$ cat src/rtl/wdog_pkg.sv
package wdog_pkg;

  localparam int REG_W = 8;
  localparam int ADR_W = 2;

  localparam logic [ADR_W-1:0] ADR_CFG  = 2'd0;
  localparam logic [ADR_W-1:0] ADR_TMO  = 2'd1;
  localparam logic [ADR_W-1:0] ADR_FEED = 2'd2;
  localparam logic [ADR_W-1:0] ADR_STAT = 2'd3;

  localparam logic [1:0] EN_RUN = 2'b01;

  typedef struct packed {
    logic       rst_act;
    logic       slow;
    logic [1:0] en;
  } cfg_t;

  typedef struct packed {
    logic [2:0] sel;
    logic [1:0] ratio;
  } tmo_t;

  function automatic logic [31:0] short_ticks(input int base, input logic [2:0] sel);
    logic [31:0] b;
    b = 32'(base);
    return b << sel;
  endfunction

  function automatic logic [31:0] long_ticks(input int base, input logic [2:0] sel,
                                             input logic [1:0] ratio);
    return short_ticks(base, sel) << (32'(ratio) + 32'd1);
  endfunction

endpackage

$ cat src/rtl/wdog_regs.sv
module wdog_regs
  import wdog_pkg::*;
(
  input  logic             clk,
  input  logic             rst_n,
  input  logic             wr_en,
  input  logic [ADR_W-1:0] addr,
  input  logic [REG_W-1:0] wdata,
  input  logic             fault,
  output cfg_t             cfg,
  output tmo_t             tmo,
  output logic             feed_req,
  output logic             clr_req,
  output logic             flag,
  output logic [REG_W-1:0] rdata
);

  logic wr_cfg, wr_tmo;

  assign wr_cfg   = wr_en && (addr == ADR_CFG);
  assign wr_tmo   = wr_en && (addr == ADR_TMO);
  assign feed_req = wr_en && (addr == ADR_FEED) && wdata[0];
  assign clr_req  = wr_en && (addr == ADR_STAT) && wdata[0];

  always_ff @(posedge clk or negedge rst_n) begin
    if (!rst_n) begin
      cfg <= '0;
      tmo <= '0;
    end else begin
      if (wr_cfg) cfg <= cfg_t'(wdata[3:0]);
      if (wr_tmo) tmo <= '{sel: wdata[6:4], ratio: wdata[1:0]};
    end
  end

  // set wins over clear in the same cycle
  always_ff @(posedge clk or negedge rst_n) begin
    if (!rst_n)       flag <= 1'b0;
    else if (fault)   flag <= 1'b1;
    else if (clr_req) flag <= 1'b0;
  end

  always_comb begin
    rdata = '0;
    case (addr)
      ADR_CFG:  rdata[3:0] = cfg;
      ADR_TMO:  begin
        rdata[6:4] = tmo.sel;
        rdata[1:0] = tmo.ratio;
      end
      ADR_STAT: rdata[0] = flag;
      default:  rdata = '0;
    endcase
  end

endmodule

$ cat src/rtl/wdog_timer.sv
module wdog_timer
  import wdog_pkg::*;
#(
  parameter int BASE_TICKS = 3370,
  parameter int CNT_W      = 23
) (
  input  logic             clk,
  input  logic             rst_n,
  input  logic             tick,
  input  logic             active,
  input  logic             slow,
  input  tmo_t             tmo,
  input  logic             feed_req,
  output logic [CNT_W-1:0] cnt,
  output logic [CNT_W-1:0] short_lim,
  output logic [CNT_W-1:0] long_lim,
  output logic             feed_ok,
  output logic             early_fault,
  output logic             late_fault,
  output logic             fault
);

  assign short_lim = CNT_W'(short_ticks(BASE_TICKS, tmo.sel));
  assign long_lim  = CNT_W'(long_ticks(BASE_TICKS, tmo.sel, tmo.ratio));

  assign late_fault  = active && (cnt >= long_lim);
  assign early_fault = active && feed_req && !slow && !late_fault && (cnt < short_lim);
  assign feed_ok     = active && feed_req && !late_fault && !early_fault;
  assign fault       = late_fault || early_fault;

  always_ff @(posedge clk or negedge rst_n) begin
    if (!rst_n)                          cnt <= '0;
    else if (!active || feed_ok || fault) cnt <= '0;
    else if (tick)                       cnt <= cnt + 1'b1;
  end

endmodule

$ cat src/rtl/wdog_pulse.sv
module wdog_pulse #(
  parameter int LEN = 16,
  localparam int PW = $clog2(LEN + 1)
) (
  input  logic clk,
  input  logic rst_n,
  input  logic start,
  output logic pulse
);

  logic [PW-1:0] left;

  always_ff @(posedge clk or negedge rst_n) begin
    if (!rst_n)          left <= '0;
    else if (start)      left <= PW'(LEN);
    else if (left != '0) left <= left - 1'b1;
  end

  assign pulse = (left != '0);

endmodule

$ cat src/rtl/wdog_window_top.sv
module wdog_window_top
  import wdog_pkg::*;
#(
  parameter int BASE_TICKS = 3370,
  parameter int RST_CYCLES = 16,
  localparam int MAX_TICKS = BASE_TICKS * 128 * 16,
  localparam int CNT_W     = $clog2(MAX_TICKS + 1)
) (
  input  logic             clk,
  input  logic             rst_n,
  input  logic             tick_us,
  input  logic             wr_en,
  input  logic [ADR_W-1:0] addr,
  input  logic [REG_W-1:0] wdata,
  output logic [REG_W-1:0] rdata,
  output logic             irq,
  output logic             rst_out
);

  cfg_t             cfg;
  tmo_t             tmo;
  logic             feed_req, clr_req, flag;
  logic             active;
  logic [CNT_W-1:0] cnt, short_lim, long_lim;
  logic             feed_ok, early_fault, late_fault, fault;

  assign active = (cfg.en == EN_RUN);

  wdog_regs i_regs (
    .clk(clk), .rst_n(rst_n), .wr_en(wr_en), .addr(addr), .wdata(wdata),
    .fault(fault), .cfg(cfg), .tmo(tmo), .feed_req(feed_req),
    .clr_req(clr_req), .flag(flag), .rdata(rdata)
  );

  wdog_timer #(.BASE_TICKS(BASE_TICKS), .CNT_W(CNT_W)) i_timer (
    .clk(clk), .rst_n(rst_n), .tick(tick_us), .active(active), .slow(cfg.slow),
    .tmo(tmo), .feed_req(feed_req), .cnt(cnt), .short_lim(short_lim),
    .long_lim(long_lim), .feed_ok(feed_ok), .early_fault(early_fault),
    .late_fault(late_fault), .fault(fault)
  );

  wdog_pulse #(.LEN(RST_CYCLES)) i_pulse (
    .clk(clk), .rst_n(rst_n), .start(fault && cfg.rst_act), .pulse(rst_out)
  );

  assign irq = flag;

endmodule

$ cat config.mk
export PLATFORM = sky130hd
export DESIGN_NAME = wdog_window_top
export DESIGN_NICKNAME = d
export VERILOG_FILES = /design/src/rtl/wdog_pkg.sv /design/src/rtl/wdog_regs.sv /design/src/rtl/wdog_timer.sv /design/src/rtl/wdog_pulse.sv /design/src/rtl/wdog_window_top.sv
export SDC_FILE = /design/constraint.sdc
export NUM_CORES = 1
export LEC_CHECK = 0
export BUFFER_PORTS_ARGS = -buffer_cell sky130_fd_sc_hd__buf_2
export CORE_MARGIN = 2
export CORE_UTILIZATION = 64
export CTS_BUF_LIST = sky130_fd_sc_hd__clkbuf_8
export DETAILED_ROUTE_END_ITERATION = 16
export HOLD_SLACK_MARGIN = 0.03
export MAX_ROUTING_LAYER = met4
export PLACE_DENSITY = 0.92
export SYNTH_ARGS = -nofsm -noshare
export SYNTH_HDL_FRONTEND = slang
export SYNTH_SLANG_ARGS = --single-unit
$ cat constraint.sdc
create_clock -name clk -period 4 [get_ports clk]
set_input_delay 0.4 -clock clk [delete_from_list [all_inputs] [get_ports clk]]
set_output_delay 0.4 -clock clk [all_outputs]
set_load 0.01 [all_outputs]
* Word-level counts from Yosys, hierarchy flattened
Cells that the tools add are included.
Cells by class: add/subtract/negate cells 3, order comparisons 2, equal/unequal tests 4, shift operators 2, multiplexer cells 10, reduce and logical (&&, ||, !) cells 26
Operators with widths (count):
- 2-to-1 mux 23 bit | 2
- << shifter 12 x 3 -> 32 bit (first input constant) | 1
- << shifter 32 x 32 -> 23 bit | 1
- adder 23 x 1 -> 23 bit (second input constant) | 1
- >= comparator 23 bit | 1
- < comparator 23 bit | 1
- logical AND 1 bit | 14
- 2-to-1 mux 5 bit | 2
- nonzero test 2 bit | 3
- nonzero test 5 bit | 1
- subtractor 5 x 1 -> 5 bit (second input constant) | 1
- == test 2 x 1 -> 1 bit (second input constant) | 2
- == test 2 bit (second input constant) | 2
- logical NOT 1 bit | 4
- adder 2 x 1 -> 3 bit (second input constant) | 1
- logical OR 1 bit | 3
- 2-to-1 mux 3 bit | 1
- one-hot mux 1 bit (3 select lines) | 1
- logical NOT 2 bit | 1
- 2-to-1 mux 1 bit | 2
- 2-to-1 mux 2 bit | 1
- one-hot mux 1 bit (2 select lines) | 1
Word-level totals: register bits 38, input bits 14, output and inout bits 10, logic and storage cells 55

* Longest topological paths before layout
depth after elaboration 12, mapped depth 18, depth with buffers taken out 16

* By module
A second synthesis with hierarchy kept.
Unflattened totals: cell total of the unflattened synthesis 490, area, all modules 4126.5 um^2
By module, submodules not included:
- wdog_timer | instances 1, cells each 422, area an instance 3315.7 um^2
- wdog_regs | instances 1, cells each 41, area an instance 529.3 um^2
- wdog_pulse | instances 1, cells each 25, area an instance 261.5 um^2
- wdog_window_top | instances 1, cells each 2, area an instance 20.0 um^2

* Least setup slack after synthesis
OpenSTA, ideal clock, no wires.
path kind register to register, start point register i_regs.tmo[2] (netlist name), end point register i_timer.cnt[7], library setup time 72 ps, data arrival time 3622 ps, data required time 3928 ps, slack 306 ps, stages on the path, launching flop included 18, clock period less this slack 3694 ps, cell sequence dfrtp_1 -> inv_1 -> ha_1 -> or2_2 -> mux4_2 -> nor2_1 -> a21o_1 -> nand2_1 -> o21ai_0 -> ha_1 -> nand4_1 -> nor2_1 -> o31a_1 -> o31a_1 -> or4b_1 -> buf_2 -> buf_6 -> nor2_1
Between the ends: cells in the longest elaborated chain, start to end 12, elaborated cells between the ends (all ways) 16, those cells by class order compare: 2; shift: 2; mux: 1; reduce/logical: 11
RTL lines:
- << shifter 12 x 3 -> 32 bit * | RTL line wdog_pkg.sv:27 | return b << sel;
- << shifter 32 x 32 -> 23 bit | RTL line wdog_pkg.sv:32 | return short_ticks(base, sel) << (32'(ratio) + 32'd1);
- >= comparator 23 bit | RTL line wdog_timer.sv:26 | assign late_fault = active && (cnt >= long_lim);
- logical AND 1 bit | RTL line wdog_timer.sv:26
- logical NOT 1 bit | RTL line wdog_timer.sv:27, wdog_timer.sv:28
- logical AND 1 bit (2 in series) | RTL line wdog_timer.sv:27 | assign early_fault = active && feed_req && !slow && !late_fault && (cnt < short_lim);
- logical NOT 1 bit | RTL line wdog_timer.sv:28 | assign feed_ok = active && feed_req && !late_fault && !early_fault;
- logical AND 1 bit | RTL line wdog_timer.sv:28
- logical OR 1 bit | RTL line wdog_timer.sv:33 | else if (!active || feed_ok || fault) cnt <= '0;
- logical OR 1 bit * | RTL line wdog_timer.sv:33
- 2-to-1 mux 23 bit / nonzero test 2 bit (equally long branches)
- end signal, assigned | RTL line wdog_timer.sv:34 | else if (tick) cnt <= cnt + 1'b1;
- end, declared | RTL line wdog_timer.sv:14 | output logic [CNT_W-1:0] cnt,
Mark *: on every way between the ends. The rest lies on a longest branch, timed or not. A chain may end at the register's enable or synchronous reset.

* Worst setup path in the final report
start point register i_regs.tmo[3] (netlist name), end point register i_pulse.left[4]
Between the ends: cells in the longest elaborated chain, start to end 10, elaborated cells between the ends (all ways) 12, those cells by class order compare: 2; shift: 2; mux: 1; reduce/logical: 7
RTL lines:
- << shifter 12 x 3 -> 32 bit * | RTL line wdog_pkg.sv:27
- << shifter 32 x 32 -> 23 bit | RTL line wdog_pkg.sv:32
- >= comparator 23 bit | RTL line wdog_timer.sv:26
- logical AND 1 bit | RTL line wdog_timer.sv:26
- logical NOT 1 bit | RTL line wdog_timer.sv:27
- logical AND 1 bit (2 in series) | RTL line wdog_timer.sv:27
- logical OR 1 bit * | RTL line wdog_timer.sv:29 | assign fault = late_fault || early_fault;
- logical AND 1 bit * | RTL line wdog_window_top.sv:43 | .clk(clk), .rst_n(rst_n), .start(fault && cfg.rst_act), .pulse(rst_out)
- 2-to-1 mux 5 bit / nonzero test 2 bit (equally long branches)
- end signal, assigned | RTL line wdog_pulse.sv:15 | else if (start) left <= PW'(LEN);
- end signal, assigned | RTL line wdog_pulse.sv:16 | else if (left != '0) left <= left - 1'b1;
- end, declared | RTL line wdog_pulse.sv:11 | logic [PW-1:0] left;
Marks and branches as above.

==> reports/qor.txt <==
Slew HR: 33.40%
Syn Inst Count: 438
Final setup viols: 0
Register Area: 950.9 um2
# fillers: 407
CP Cell Sequence: inv_1 -> ha_1 -> or3b_2 -> o21ai_0 -> mux2_2 -> mux2i_1 -> mux2i_1 -> ha_1 -> nand4_1 -> nor2_1 -> o31a_1 -> o31a_1 -> a32o_1 -> or4b_1
Port Buf Inserts: 21
Seq/Total Area, Yosys: 25.72%
Slew @ Worst Pin: 0.9851 ns
Power Density: 437.9 nW/um2
Fin Setup TNS: 0 ns
Total Die Area: 6401 um2
crit path time final: 3.843 ns
Post-synth ARST share: 100.0%
Hold Buf Count CTS: 0
# rows: 27
clock slew seen by the registers of the worst setup and hold paths: 0.08 ns
CTS H-tree lvls: 2
Max FO, Critical Path: 5
initial core utilization: 66.73%
NetSw: 0.7742 mW
vias in the first global route: 3143
CTS root buf: clkbuf_8
Final period util: 96.08%
CTS tree: yes
worst r2r src: i_regs.tmo[3]$_DFFE_PN0P_
Nets: 522
WL final: 9139 um
CP max stage delay: 0.51 ns
initial antenna violation count: 0
clk_skew: 0.01144 ns
Worst R2R Setup Slack: 0.16 ns
Avg Cell Area, Syn: 8.441 um2
Pre-Repair DR Iteration Count: 5
die width: 80.01 um
ANT cells: 0
WL per Instance: 17.18 um
switching part of the total power: 44.54%
CP endpoint kind: register
placed cells: 524
Leak: 1.830 nW
r2r endpoint: i_pulse.left[4]$_DFFE_PN0P_
status: finished, final reports clean
Top-Level Pins: 24
part of the power in combinational logic: 56.7%
most frequent cells in the layout: nor2_1, ha_1, dfrtp_1, nand2_1, a21oi_1
pin count of the biggest net entering global routing: 39
Fin. Hold Viols: 0
WP data required: 4.18 ns
first-pass GRT wire length: 14790 um
cell area after synthesis: 3697 um2
gpl congestion: 0.9525
Ys Warns: 0
Max Cap Viol: 0
final non-filler cell total: 532
Remaining DRCs: 0
routed vias: 3441
RSZ-0062 raised after global routing: false
area of the core: 5540 um2
crit start category: register
maximum clock path buffer count: 2
most common cell after layout, fill and taps aside: nor2_1
GR Util All Layers: 30.32%
Clock Latency Late Sink: 0.30 ns
share of total power in sequential cells: 27.8%
syn_nets: 501
vias per inst: 6.468
Post-CTS Setup Bufs: 0
top_reg_cell synth: dfrtp_1
clock power share: 15.4%
Detail Route Antenna Nets: 0
Sink Count: 38
critical path arrival: 4.02 ns
post-synth cell types: 56
total gr overflow: 0
Post-DP HPWL: 7143 um
CP max stage cell: or4b_1
VDD IR-drop max: 0.3260 mV
WS Path Type: register to register
cells on worst reg2reg path: 14
Seq cells post-synth: 38
Post-synth EDFFs: 0
initial DRC count: 320
chip height: 80.01 um
Multi-input gate area: 2616 um2
Max Freq: 0.2602 GHz
cts bufs inserted: 5
internal power: 0.9640 mW
Synth-to-Final Area Change: 7.344%
Slew Viols, Final: 0
Hold WC Path Type: input pin to async pin
share of cells above drive strength 1: 12.61%
## repair_timing
item,4_1_cts,5_1_grt
gates resized for setup,0,3
hold endpoints to repair,0,0
endpoints found under the setup margin,0,13
## registers in the layout (all words and copies together), names as in the netlist
register / flops
i_timer.cnt: 23
i_pulse.left: 5
i_regs.tmo: 5
i_regs.cfg: 4
i_regs.flag: 1
## worst max-delay path: cells and delay by family, from the launching register on
family,cells,cell delay [ns]
and+or+nand+nor,4,1.23
AOI/OAI and AO/OA,4,0.94
muxes,3,0.54
adders and majority gates,2,0.53
DFF,1,0.39
buffers and inverters,1,0.11
## synthesized netlist by cell type, drive strengths merged, types with 3 or more instances
library cell,number,share of area [%]
a31oi,3,0.51
xnor2,9,2.1
nor3,6,0.81
o21ai,23,3.1
nor2b,6,1.2
nand2b,6,1.0
nor4,4,0.68
xor2,19,4.5
dfrtp,38,26
inv,11,1.1
or3,3,0.51
a21o,4,0.81
buf,6,1.3
nand4,11,1.9
mux2,15,4.6
clkbuf,11,1.1
nor2,58,5.9
nand3,19,2.6
ha,49,17
o31a,3,0.71
a22oi,3,0.61
mux2i,17,4.6
and2,6,1.0
and3,8,1.4
nand2,35,3.6
a211oi,4,0.81
a21oi,28,3.8
a21boi,3,0.61
## cell families after synthesis
kind of cell / after synthesis / synth area share, %
AND/OR/NAND/NOR: 173 / 23.05
buffers and inverters: 29 / 3.587
XOR/XNOR: 28 / 6.633
other: 1 / 0.1014
AO/OA/AOI/OAI: 87 / 14.55
flip-flops: 38 / 25.72
multiplexers: 33 / 9.780
adder cells (fa/ha/maj): 49 / 16.58
## power groups by stage
stage	logic [mW]	registers [mW]	clock network, mW
finish	0.986	0.484	0.268
detailed placement	0.960	0.490	0
global placement	0.905	0.486	0
floorplan	0.732	0.480	0
global route	1.09	0.489	0.284
CTS	0.966	0.483	0.268
## routing by layer
metal | vias up | GRT usage, % | wire, um
met1 | 1601 | 36.77 | 3744
met4 | 0 | 14.07 | 413
li1 | 1620 | - | -
met3 | 45 | 4.186 | 620
met5 | - | - | 0
met2 | 175 | 50.00 | 4361
## through the flow
step	area [um2]	utilization (%)	hold slack (ns)	worst slack (ns)	power (mW)
floorplan	3697	-	0.1044	0.3064	1.212
global placement	3880	70.03	0.5216	0.2774	1.391
detailed placement	3880	70.03	0.5280	0.1693	1.450
CTS	3966	71.59	0.2478	0.1842	1.717
global route	3969	71.64	0.2775	0.05659	1.860
finish	3969	71.64	0.2097	0.1569	1.738
## cell type report
cell class	instances	area share, %
Tap cell	72	2.270
Inverter	12	1.135
Timing Repair Buffer	31	4.540
Clock inverter	3	0.4414
Clock buffer	5	1.734
Multi-Input combinational cell	371	65.92
Sequential cell	38	23.96
## how the worst max path moves through the flow
stage | start | end | slack, ns | cells after the start
floorplan | i_regs.tmo[2]$_DFFE_PN0P_ | i_timer.cnt[7]$_DFFE_PN0P_ | 0.31 | 17
global placement | i_regs.tmo[2]$_DFFE_PN0P_ | i_pulse.left[4]$_DFFE_PN0P_ | 0.28 | 15
detailed placement | i_regs.tmo[2]$_DFFE_PN0P_ | i_pulse.left[4]$_DFFE_PN0P_ | 0.17 | 14
CTS | i_regs.tmo[2]$_DFFE_PN0P_ | i_pulse.left[4]$_DFFE_PN0P_ | 0.18 | 14
global route | i_regs.tmo[4]$_DFFE_PN0P_ | i_timer.cnt[2]$_DFFE_PN0P_ | 0.06 | 14
finish | i_regs.tmo[3]$_DFFE_PN0P_ | i_pulse.left[4]$_DFFE_PN0P_ | 0.16 | 14
Note: power is estimated with default switching activity, not from simulation.
